==> config.mk <==
export PLATFORM = sky130hd
export DESIGN_NAME = cap_timer16
export DESIGN_NICKNAME = d
export VERILOG_FILES = /design/src/rtl/cap_timer_pkg.sv /design/src/rtl/mc_phase.sv /design/src/rtl/fall_sampler.sv /design/src/rtl/count_core.sv /design/src/rtl/cap_timer16.sv
export SDC_FILE = /design/constraint.sdc
export NUM_CORES = 1
export LEC_CHECK = 0
export ABC_AREA = 0
export CORE_MARGIN = 5
export CORE_UTILIZATION = 44
export DETAILED_ROUTE_END_ITERATION = 16
export PLACE_DENSITY = 0.81
export SKIP_CTS_REPAIR_TIMING = 1
export SLEW_MARGIN = 20
export SYNTH_ARGS = -nofsm -noshare
export SYNTH_HDL_FRONTEND = slang
export SYNTH_SLANG_ARGS = --single-unit
==> constraint.sdc <==
create_clock -name clk -period 1.9 [get_ports clk]
set_input_delay 0.38 -clock clk [delete_from_list [all_inputs] [get_ports clk]]
set_output_delay 0.38 -clock clk [all_outputs]
set_load 0.05 [all_outputs]
==> src/rtl/cap_timer_pkg.sv <==
`timescale 1ns/1ps
package cap_timer_pkg;
    typedef enum logic [0:0] {
        SMP_LOW  = 1'b0,
        SMP_HIGH = 1'b1
    } smp_state_t;

    localparam logic [2:0] SEL_CTRL   = 3'd0;
    localparam logic [2:0] SEL_CNT_LO = 3'd1;
    localparam logic [2:0] SEL_CNT_HI = 3'd2;
    localparam logic [2:0] SEL_CAP_LO = 3'd3;
    localparam logic [2:0] SEL_CAP_HI = 3'd4;

    localparam int BIT_RUN  = 0;
    localparam int BIT_CTR  = 1;
    localparam int BIT_XEN  = 2;
    localparam int BIT_XFLG = 6;
    localparam int BIT_OFLG = 7;
endpackage

==> src/rtl/mc_phase.sv <==
`timescale 1ns/1ps
module mc_phase #(
    parameter int CYC = 12,
    parameter int SMP = 9
) (
    input  logic clk,
    input  logic rst_n,
    output logic smp_tick,
    output logic end_tick
);
    localparam int PW = (CYC > 1) ? $clog2(CYC) : 1;
    localparam logic [PW-1:0] LAST = PW'(CYC - 1);
    localparam logic [PW-1:0] SPOT = PW'(SMP);

    logic [PW-1:0] ph_q;

    always_ff @(posedge clk or negedge rst_n) begin
        if (!rst_n)           ph_q <= '0;
        else if (ph_q == LAST) ph_q <= '0;
        else                  ph_q <= ph_q + 1'b1;
    end

    assign smp_tick = (ph_q == SPOT);
    assign end_tick = (ph_q == LAST);
endmodule

==> src/rtl/fall_sampler.sv <==
`timescale 1ns/1ps
module fall_sampler
    import cap_timer_pkg::*;
(
    input  logic clk,
    input  logic rst_n,
    input  logic smp_tick,
    input  logic end_tick,
    input  logic pin,
    output logic pend_o
);
    smp_state_t st_q, st_d;
    logic       fall;

    // next state: arm on a high sample, fire on a low sample
    always_comb begin
        st_d = st_q;
        if (smp_tick) begin
            unique case (st_q)
                SMP_LOW:  if (pin)  st_d = SMP_HIGH;
                SMP_HIGH: if (!pin) st_d = SMP_LOW;
            endcase
        end
    end

    always_ff @(posedge clk or negedge rst_n) begin
        if (!rst_n) st_q <= SMP_LOW;
        else        st_q <= st_d;
    end

    // output: the fire transition marks an edge pending until cycle end
    always_comb fall = smp_tick && (st_q == SMP_HIGH) && !pin;

    always_ff @(posedge clk or negedge rst_n) begin
        if (!rst_n)        pend_o <= 1'b0;
        else if (end_tick) pend_o <= 1'b0;
        else if (fall)     pend_o <= 1'b1;
    end
endmodule

==> src/rtl/count_core.sv <==
`timescale 1ns/1ps
module count_core
    import cap_timer_pkg::*;
#(
    parameter int B = 8
) (
    input  logic           clk,
    input  logic           rst_n,
    input  logic           end_tick,
    input  logic           cnt_pend,
    input  logic           cap_pend,
    input  logic           wr_en,
    input  logic [2:0]     wr_sel,
    input  logic [B-1:0]   wr_data,
    output logic [2*B-1:0] count_o,
    output logic [2*B-1:0] cap_o,
    output logic [B-1:0]   ctrl_o
);
    localparam int W = 2 * B;

    logic [W-1:0] count_q, cap_q;
    logic [2:0]   mode_q;
    logic         oflg_q, xflg_q;
    logic         wr_ctl, wr_lo, wr_hi, wr_clo, wr_chi;
    logic         step, wrap, grab;

    assign wr_ctl = wr_en && (wr_sel == SEL_CTRL);
    assign wr_lo  = wr_en && (wr_sel == SEL_CNT_LO);
    assign wr_hi  = wr_en && (wr_sel == SEL_CNT_HI);
    assign wr_clo = wr_en && (wr_sel == SEL_CAP_LO);
    assign wr_chi = wr_en && (wr_sel == SEL_CAP_HI);

    assign step = mode_q[0] && end_tick && (mode_q[1] ? cnt_pend : 1'b1);
    assign wrap = step && !wr_lo && !wr_hi && (&count_q);
    assign grab = mode_q[2] && end_tick && cap_pend;

    always_ff @(posedge clk or negedge rst_n) begin
        if (!rst_n) begin
            count_q <= '0;
            cap_q   <= '0;
            mode_q  <= '0;
            oflg_q  <= 1'b0;
            xflg_q  <= 1'b0;
        end else begin
            if (wr_lo) count_q[B-1:0] <= wr_data;
            if (wr_hi) count_q[W-1:B] <= wr_data;
            if (!wr_lo && !wr_hi && step) count_q <= count_q + 1'b1;

            if (wr_clo) cap_q[B-1:0] <= wr_data;
            if (wr_chi) cap_q[W-1:B] <= wr_data;
            if (!wr_clo && !wr_chi && grab) cap_q <= count_q;

            if (wr_ctl) mode_q <= {wr_data[BIT_XEN], wr_data[BIT_CTR], wr_data[BIT_RUN]};
            oflg_q <= (wr_ctl ? wr_data[BIT_OFLG] : oflg_q) | wrap;
            xflg_q <= (wr_ctl ? wr_data[BIT_XFLG] : xflg_q) | grab;
        end
    end

    always_comb begin
        ctrl_o           = '0;
        ctrl_o[BIT_RUN]  = mode_q[0];
        ctrl_o[BIT_CTR]  = mode_q[1];
        ctrl_o[BIT_XEN]  = mode_q[2];
        ctrl_o[BIT_XFLG] = xflg_q;
        ctrl_o[BIT_OFLG] = oflg_q;
    end

    assign count_o = count_q;
    assign cap_o   = cap_q;
endmodule

==> src/rtl/cap_timer16.sv <==
`timescale 1ns/1ps
module cap_timer16
    import cap_timer_pkg::*;
#(
    parameter int BYTE_W    = 8,
    parameter int MC_LEN    = 12,
    parameter int SMP_PHASE = 9
) (
    input  logic                clk,
    input  logic                rst_n,
    input  logic                wr_en,
    input  logic [2:0]          wr_sel,
    input  logic [BYTE_W-1:0]   wr_data,
    input  logic                cnt_pin,
    input  logic                cap_pin,
    output logic [2*BYTE_W-1:0] count_o,
    output logic [2*BYTE_W-1:0] capture_o,
    output logic [BYTE_W-1:0]   ctrl_o,
    output logic                irq_o
);
    localparam int NPIN = 2;

    logic            smp_tick, end_tick;
    logic [NPIN-1:0] pins, pend;

    assign pins = {cap_pin, cnt_pin};

    mc_phase #(.CYC(MC_LEN), .SMP(SMP_PHASE)) u_phase (
        .clk      (clk),
        .rst_n    (rst_n),
        .smp_tick (smp_tick),
        .end_tick (end_tick)
    );

    for (genvar g = 0; g < NPIN; g++) begin : g_smp
        fall_sampler u_smp (
            .clk      (clk),
            .rst_n    (rst_n),
            .smp_tick (smp_tick),
            .end_tick (end_tick),
            .pin      (pins[g]),
            .pend_o   (pend[g])
        );
    end

    count_core #(.B(BYTE_W)) u_core (
        .clk      (clk),
        .rst_n    (rst_n),
        .end_tick (end_tick),
        .cnt_pend (pend[0]),
        .cap_pend (pend[1]),
        .wr_en    (wr_en),
        .wr_sel   (wr_sel),
        .wr_data  (wr_data),
        .count_o  (count_o),
        .cap_o    (capture_o),
        .ctrl_o   (ctrl_o)
    );

    assign irq_o = ctrl_o[BIT_OFLG] | ctrl_o[BIT_XFLG];
endmodule

* Yosys cells after proc, flatten, opt, wreduce, memory -nomap -nowiden
Index checks and enable logic that the tools add are counted.
** Cells by class
- $add $sub $neg :: 2
- Eq/ne operators :: 6
- Mux-type cells :: 16
- Bitwise operators :: 3
- Reduce and logical (&&, ||, !) cells :: 34
** Operators with widths (number)
- two-way mux 16 bit :: 2
- two-way mux 8 bit :: 4
- logical AND 1 bit :: 20
- adder 16 x 1 -> 16 bit (second input constant) :: 1
- AND reduction 16 bit :: 1
- nonzero test 2 bit :: 6
- two-way mux 1 bit :: 9
- equality test 4 bit (second input constant) :: 2
- equality test 3 x 2 -> 1 bit (second input constant) :: 2
- zero test 1 bit :: 6
- adder 4 x 1 -> 4 bit (second input constant) :: 1
- two-way mux 4 bit :: 1
- equality test 3 x 1 -> 1 bit (second input constant) :: 1
- equality test 3 bit (second input constant) :: 1
- zero test 3 bit :: 1
- OR 1 bit :: 3
** Storage, ports and cells
- Bits in registers :: 45
- Input bits :: 16
- Output and inout port bits :: 41
- Word-level logic and storage cells :: 73

* Longest topological paths before layout
- Word-level depth :: 7
- Mapped depth :: 9
- Gate-level depth less buffers :: 6

* Hierarchy
From an unflattened synthesis, not the netlist that was laid out.
** Unflattened totals
- Cells, all modules :: 231
- Area total of the unflattened synthesis :: 2382.3 um2
** By module, submodules not included
- count_core :: times used 1, cells an instance 201, area an instance 2023.2 um2, seq. area each 925.9 um2
- mc_phase :: times used 1, cells an instance 17, area an instance 190.2 um2, seq. area each 100.1 um2
- fall_sampler :: times used 2, cells an instance 6, area an instance 81.3 um2, seq. area each 50.0 um2
- cap_timer16 :: times used 1, cells an instance 1, area an instance 6.3 um2, seq. area each 0.0 um2

* Least setup slack after synthesis
No wires, ideal clock.
- Kind :: flip-flop to flip-flop
- From :: register u_core.count_q[2] (netlist: u_core.count_o[2])
- To :: register u_core.count_q[11] (netlist: u_core.count_o[11])
- Library setup time :: 72 ps
- Arrival time :: 1862 ps
- Required time :: 1828 ps
- Setup slack :: -34 ps
- Cell stages (with the launch flop) :: 6
- Buffers on the path :: 0
- Clock period less this slack :: 1934 ps
- Cells stage by stage :: dfrtp_1 -> and3_1 -> and4_1 -> nand4_1 -> or4_1 -> nand3_1
** Between the ends
- Word-level cells in the longest chain between the ends :: 2
** RTL lines
- start, declared :: RTL line count_core.sv:21 : logic [W-1:0] count_q, cap_q;
- start signal, assigned by index :: RTL line count_core.sv:45 : if (wr_lo) count_q[B-1:0] <= wr_data;
- start signal, assigned by index :: RTL line count_core.sv:46 : if (wr_hi) count_q[W-1:B] <= wr_data;
- start signal, assigned :: RTL line count_core.sv:47 : if (!wr_lo && !wr_hi && step) count_q <= count_q + 1'b1;
- adder 16 x 1 -> 16 bit :: RTL line count_core.sv:47
- two-way mux 16 bit :: RTL line count_core.sv:47
Every way passes these cells.
A chain may end at the register's enable or synchronous reset.

* Worst setup path in the final report
- From :: input wr_sel[2]
- To :: register u_core.count_q[11] (netlist: u_core.count_o[11])
** Between the ends
- Word-level cells in the longest chain between the ends :: 6
- Elaborated cells on any way between the ends :: 10
- Classes of those cells :: eq/ne: 2; mux: 1; reduce/logical: 7
** RTL lines
- start, declared :: RTL line cap_timer16.sv:12 : input logic [2:0] wr_sel,
- equality test 3 x 1 -> 1 bit or equality test 3 x 2 -> 1 bit (tied branches) :: RTL line count_core.sv:28, count_core.sv:29
- logical AND 1 bit (on tied branches) :: RTL line count_core.sv:28, count_core.sv:29
- zero test 1 bit :: RTL line count_core.sv:47
- logical AND 1 bit (2 in a row) :: RTL line count_core.sv:47
- two-way mux 16 bit or nonzero test 2 bit (tied branches)
Parallel ways exist; a longest one is shown, timed or not.

==> results.md <==
- Setup repair after global routing could not meet its margin everywhere.
- The routed design has 6470 um of wire.
- In this run the power density over the cells is 1090 nW/um2.
- The portion of synthesized area spent on multiplexers is 0.0710.
- The endpoint class of the critical path is a flip-flop.
- The average cell area after synthesis is 9.77 um2.
- Counting flops and latches in the post-synthesis netlist gives 45.
- The die area is 6840 um2.
- For this run, the register share of the synthesized area comes to 0.484.
- The number of enable flip-flop cells after synthesis is 0.
- The sum of net half-perimeters after detailed placement is 5070 um.
- STA classifies the critical path startpoint as an input pin.
- The complex-gate fraction of the synthesized area is 0.159.
- The number of ports placed on the die boundary is 57.
- After clock tree synthesis, the clock-pin slew on the worst setup and hold paths is 0.09 ns.
- In the finished design, the share of the clock period the worst path needs comes to 0.987.
- The leakage power figure is 0.00153 uW.
- The number of setup violations in the final report is 0.
- The global placer's final weighted congestion is 0.903.
- For this run, the detailed router's first-pass iteration total came to 4.
- The die extent in x is 82.7 um.
- The path type of the worst setup path is in -> reg.
- In the final routed layout, each cell accounts on average for 15.9 um.
- The total count of max-transition violations in the final report came to 0.
- Compared with the post-synthesis result, the final layout area differs by 43.6%.
- By area, the combinational part of the netlist is dominated by simple AND/OR/NAND/NOR gates.
- Synthesis produced 238 cells.
- The total congestion overflow is 0.
- The diode insertion count for antenna repair is 0.
- The initialized floorplan defines 26 standard-cell rows.
- The peak fanout along the critical path is 5.
- The detailed router placed 2201 vias in this run.
- The capture instance of the worst register-to-register path is u_core.count_o[11]$_DFFE_PN0P_.
- Yosys printed 0 warnings.
- The worst register-to-register path has a depth of 6.
- The final cell area excluding filler cells is 3340 um2.
- The minimum hold slack is 0.419 ns.
- The maximum buffer depth of the clock tree is 2.
- The H-tree generated during clock tree synthesis spans 2 levels.
- The data required time of the critical path is 2.13 ns.
- TritonCTS created 5 clock buffers.
- The share of post-route cells with drive strength above 1 is 0.351.
- The count of buffers from port buffering is 53.
- The via count of the first global-routing pass is 2252.
- The unique cell type count in the Yosys netlist is 45.
- The via density per instance is 5.42.
- The startpoint of the lowest-slack register-to-register path is u_phase.ph_q[1]$_DFF_PN0_.
- The clock latency on the worst-skew pair is 0.30 ns.
- The final period demand of the worst path is 1.88 ns.
- Across every metal layer, demand over resource in global routing totals 0.209.
- For the worst setup path, the data arrival time is 2.11 ns.
- The TritonCTS clock tree is done.
- The minimum setup slack among reg-to-reg paths is 0.08 ns.
- In the synthesized netlist the dominant register cell turns out to be dfrtp_1.
- Of the total synthesized cell area, the portion taken by XOR and XNOR cells is 0.00753.
- The run finished with clean final reports.
- Entering global routing, the biggest net connects 24 pins.
- The die boundary height is 82.7 um.
- In this run the cell area of the synthesized design comes to 2320 um2.
- Static timing analysis puts the maximum clock frequency at 0.533 GHz.
- The largest clock skew in the final design is 0.00683 ns.
- The root buffer cell chosen for the clock tree is clkbuf_8.
- The total placed instance area is 3140 um2.
- At the end of the flow the core is filled with cells to 0.654.
- Of the total synthesized cell area, the portion taken by full adders, half adders and majority gates is 0.0161.
- The first-iteration detailed-routing DRC count is 112.
- Once routing completed, OpenROAD measured the worst setup slack at 0.0247 ns.
- Across the run, the number of max-cap violations was 0.
- For this run, design rule violations remaining after detail routing come to 0.
- The initial antenna violation count came to 0.
- For this design, the sink count on the clock tree is 45.
- Of the total synthesized cell area, the portion taken by AND, OR, NAND and NOR gates is 0.215.
- The core box area is 5110 um2.
- The starting density of the core is 0.455.
- Across the VDD grid, the largest voltage drop is 0.595 mV.
- For this run, asynchronously set or reset flops after synthesis account for 1.00.
- In this run the worst hold path is classified as in -> async.
- The first-pass GRT wire length is 10800 um.
- The final hold violation count is 0.
- The number of routed nets with antenna violations is 0.
- The net count of the finished layout is 354.
- Prior to clock tree synthesis, the placed netlist has a worst setup slack of -0.363 ns.
[cells in the final DEF (no fill, tap or decap), types with 5 or more instances in the layout]
| master | n |
|---|---|
| nand3_1 | 7 |
| a21oi_1 | 9 |
| inv_1 | 6 |
| o21ai_0 | 7 |
| mux2i_1 | 12 |
| a22oi_1 | 9 |
| nor2_1 | 16 |
| o311ai_0 | 6 |
| clkbuf_8 | 6 |
| buf_4 | 84 |
| dfrtp_1 | 43 |
| clkdlybuf4s50_1 | 11 |
| nand2_1 | 41 |
| nand4_1 | 5 |
[registers in the layout, indices dropped and copies added, names as in the netlist]
name,flops
u_core.cap_o,16
u_core.count_o,16
u_phase.ph_q,4
u_core.mode_q,3
g_smp.u_smp.pend_o,2
g_smp.u_smp.st_q,2
u_core.oflg_q,1
u_core.xflg_q,1
[per-stage QoR]
stage               total power, uW  setup TNS [ns]  cells
floorplan                      2320               0    240
global placement               2850           -8.92    395
detailed placement             2890           -9.59    395
CTS                            3650          -0.334    403
global route                   3810         -0.0364    406
finish                         3630               0    406
[worst max-delay path: stages]
cell	delay, ns
clkdlybuf4s50_1	0.47
and4bb_1	0.24
and4b_2	0.37
nand2_4	0.09
or4_1	0.47
nand3_1	0.09
[cell type report]
| class | instances | area, um2 |
|---|---|---|
| clock buffer | 6 | 82.6 |
| clock inverter | 2 | 37.5 |
| fill | 442 | 1770 |
| inverter | 6 | 22.5 |
| multi-input combinational | 175 | 1150 |
| sequential | 45 | 1130 |
| tap | 70 | 87.6 |
| timing repair buffer | 102 | 833 |
[worst max path at each step]
| stage | endpoint | startpoint | slack (ns) | depth (start not counted) |
|---|---|---|---|---|
| global route | u_core.count_o[15]$_DFFE_PN0P_ | wr_sel[2] | -0.03 | 6 |
| global placement | u_core.count_o[5]$_DFFE_PN0P_ | wr_sel[1] | -0.36 | 7 |
| floorplan | u_core.count_o[11]$_DFFE_PN0P_ | u_core.count_o[4]$_DFFE_PN0P_ | 0.0004 | 5 |
| finish | u_core.count_o[11]$_DFFE_PN0P_ | wr_sel[2] | 0.02 | 6 |
| detailed placement | u_core.count_o[15]$_DFFE_PN0P_ | wr_en | -0.36 | 6 |
| CTS | u_core.count_o[4]$_DFFE_PN0P_ | wr_sel[1] | -0.05 | 7 |
[synthesized netlist by cell type (3+ instances only)]
master | instances | share of area
nor3_1 | 3 | 0.0065
a21oi_1 | 10 | 0.022
mux2i_1 | 12 | 0.052
mux2_2 | 4 | 0.019
o211ai_1 | 4 | 0.013
clkbuf_1 | 5 | 0.0081
inv_1 | 6 | 0.0097
nand2_1 | 41 | 0.066
o311ai_0 | 9 | 0.034
buf_4 | 7 | 0.023
nor2_1 | 16 | 0.026
and3_1 | 4 | 0.011
dfrtp_1 | 45 | 0.48
nand4_1 | 5 | 0.013
a22oi_1 | 9 | 0.029
nand3_1 | 8 | 0.017
ha_1 | 3 | 0.016
o21ai_0 | 9 | 0.019
[report_power, final]
group / internal [uW] / switching, uW / total (uW)
Sequential: 1150 / 200 / 1350
Clock: 428 / 332 / 760
Combinational: 492 / 1030 / 1520
Total: 2070 / 1560 / 3630
[layer usage]
layer,part of all wire,GRT usage,up-vias
li1,-,-,1064
met1,0.43,0.259,1061
met2,0.49,0.353,67
met3,0.060,0.0434,9
met4,0.016,0.0866,0
met5,0,0,-
[kinds of logic (layout without fill, tap and decap cells)]
group / count (synthesis) / in the layout
other cells: 1 / 3
flops: 45 / 45
simple gates: 98 / 98
compound gates: 53 / 53
fa+ha+maj: 3 / 3
buf+inv: 20 / 116
xor+xnor: 2 / 2
mux: 16 / 16
Power figures use the tool's default switching activity.
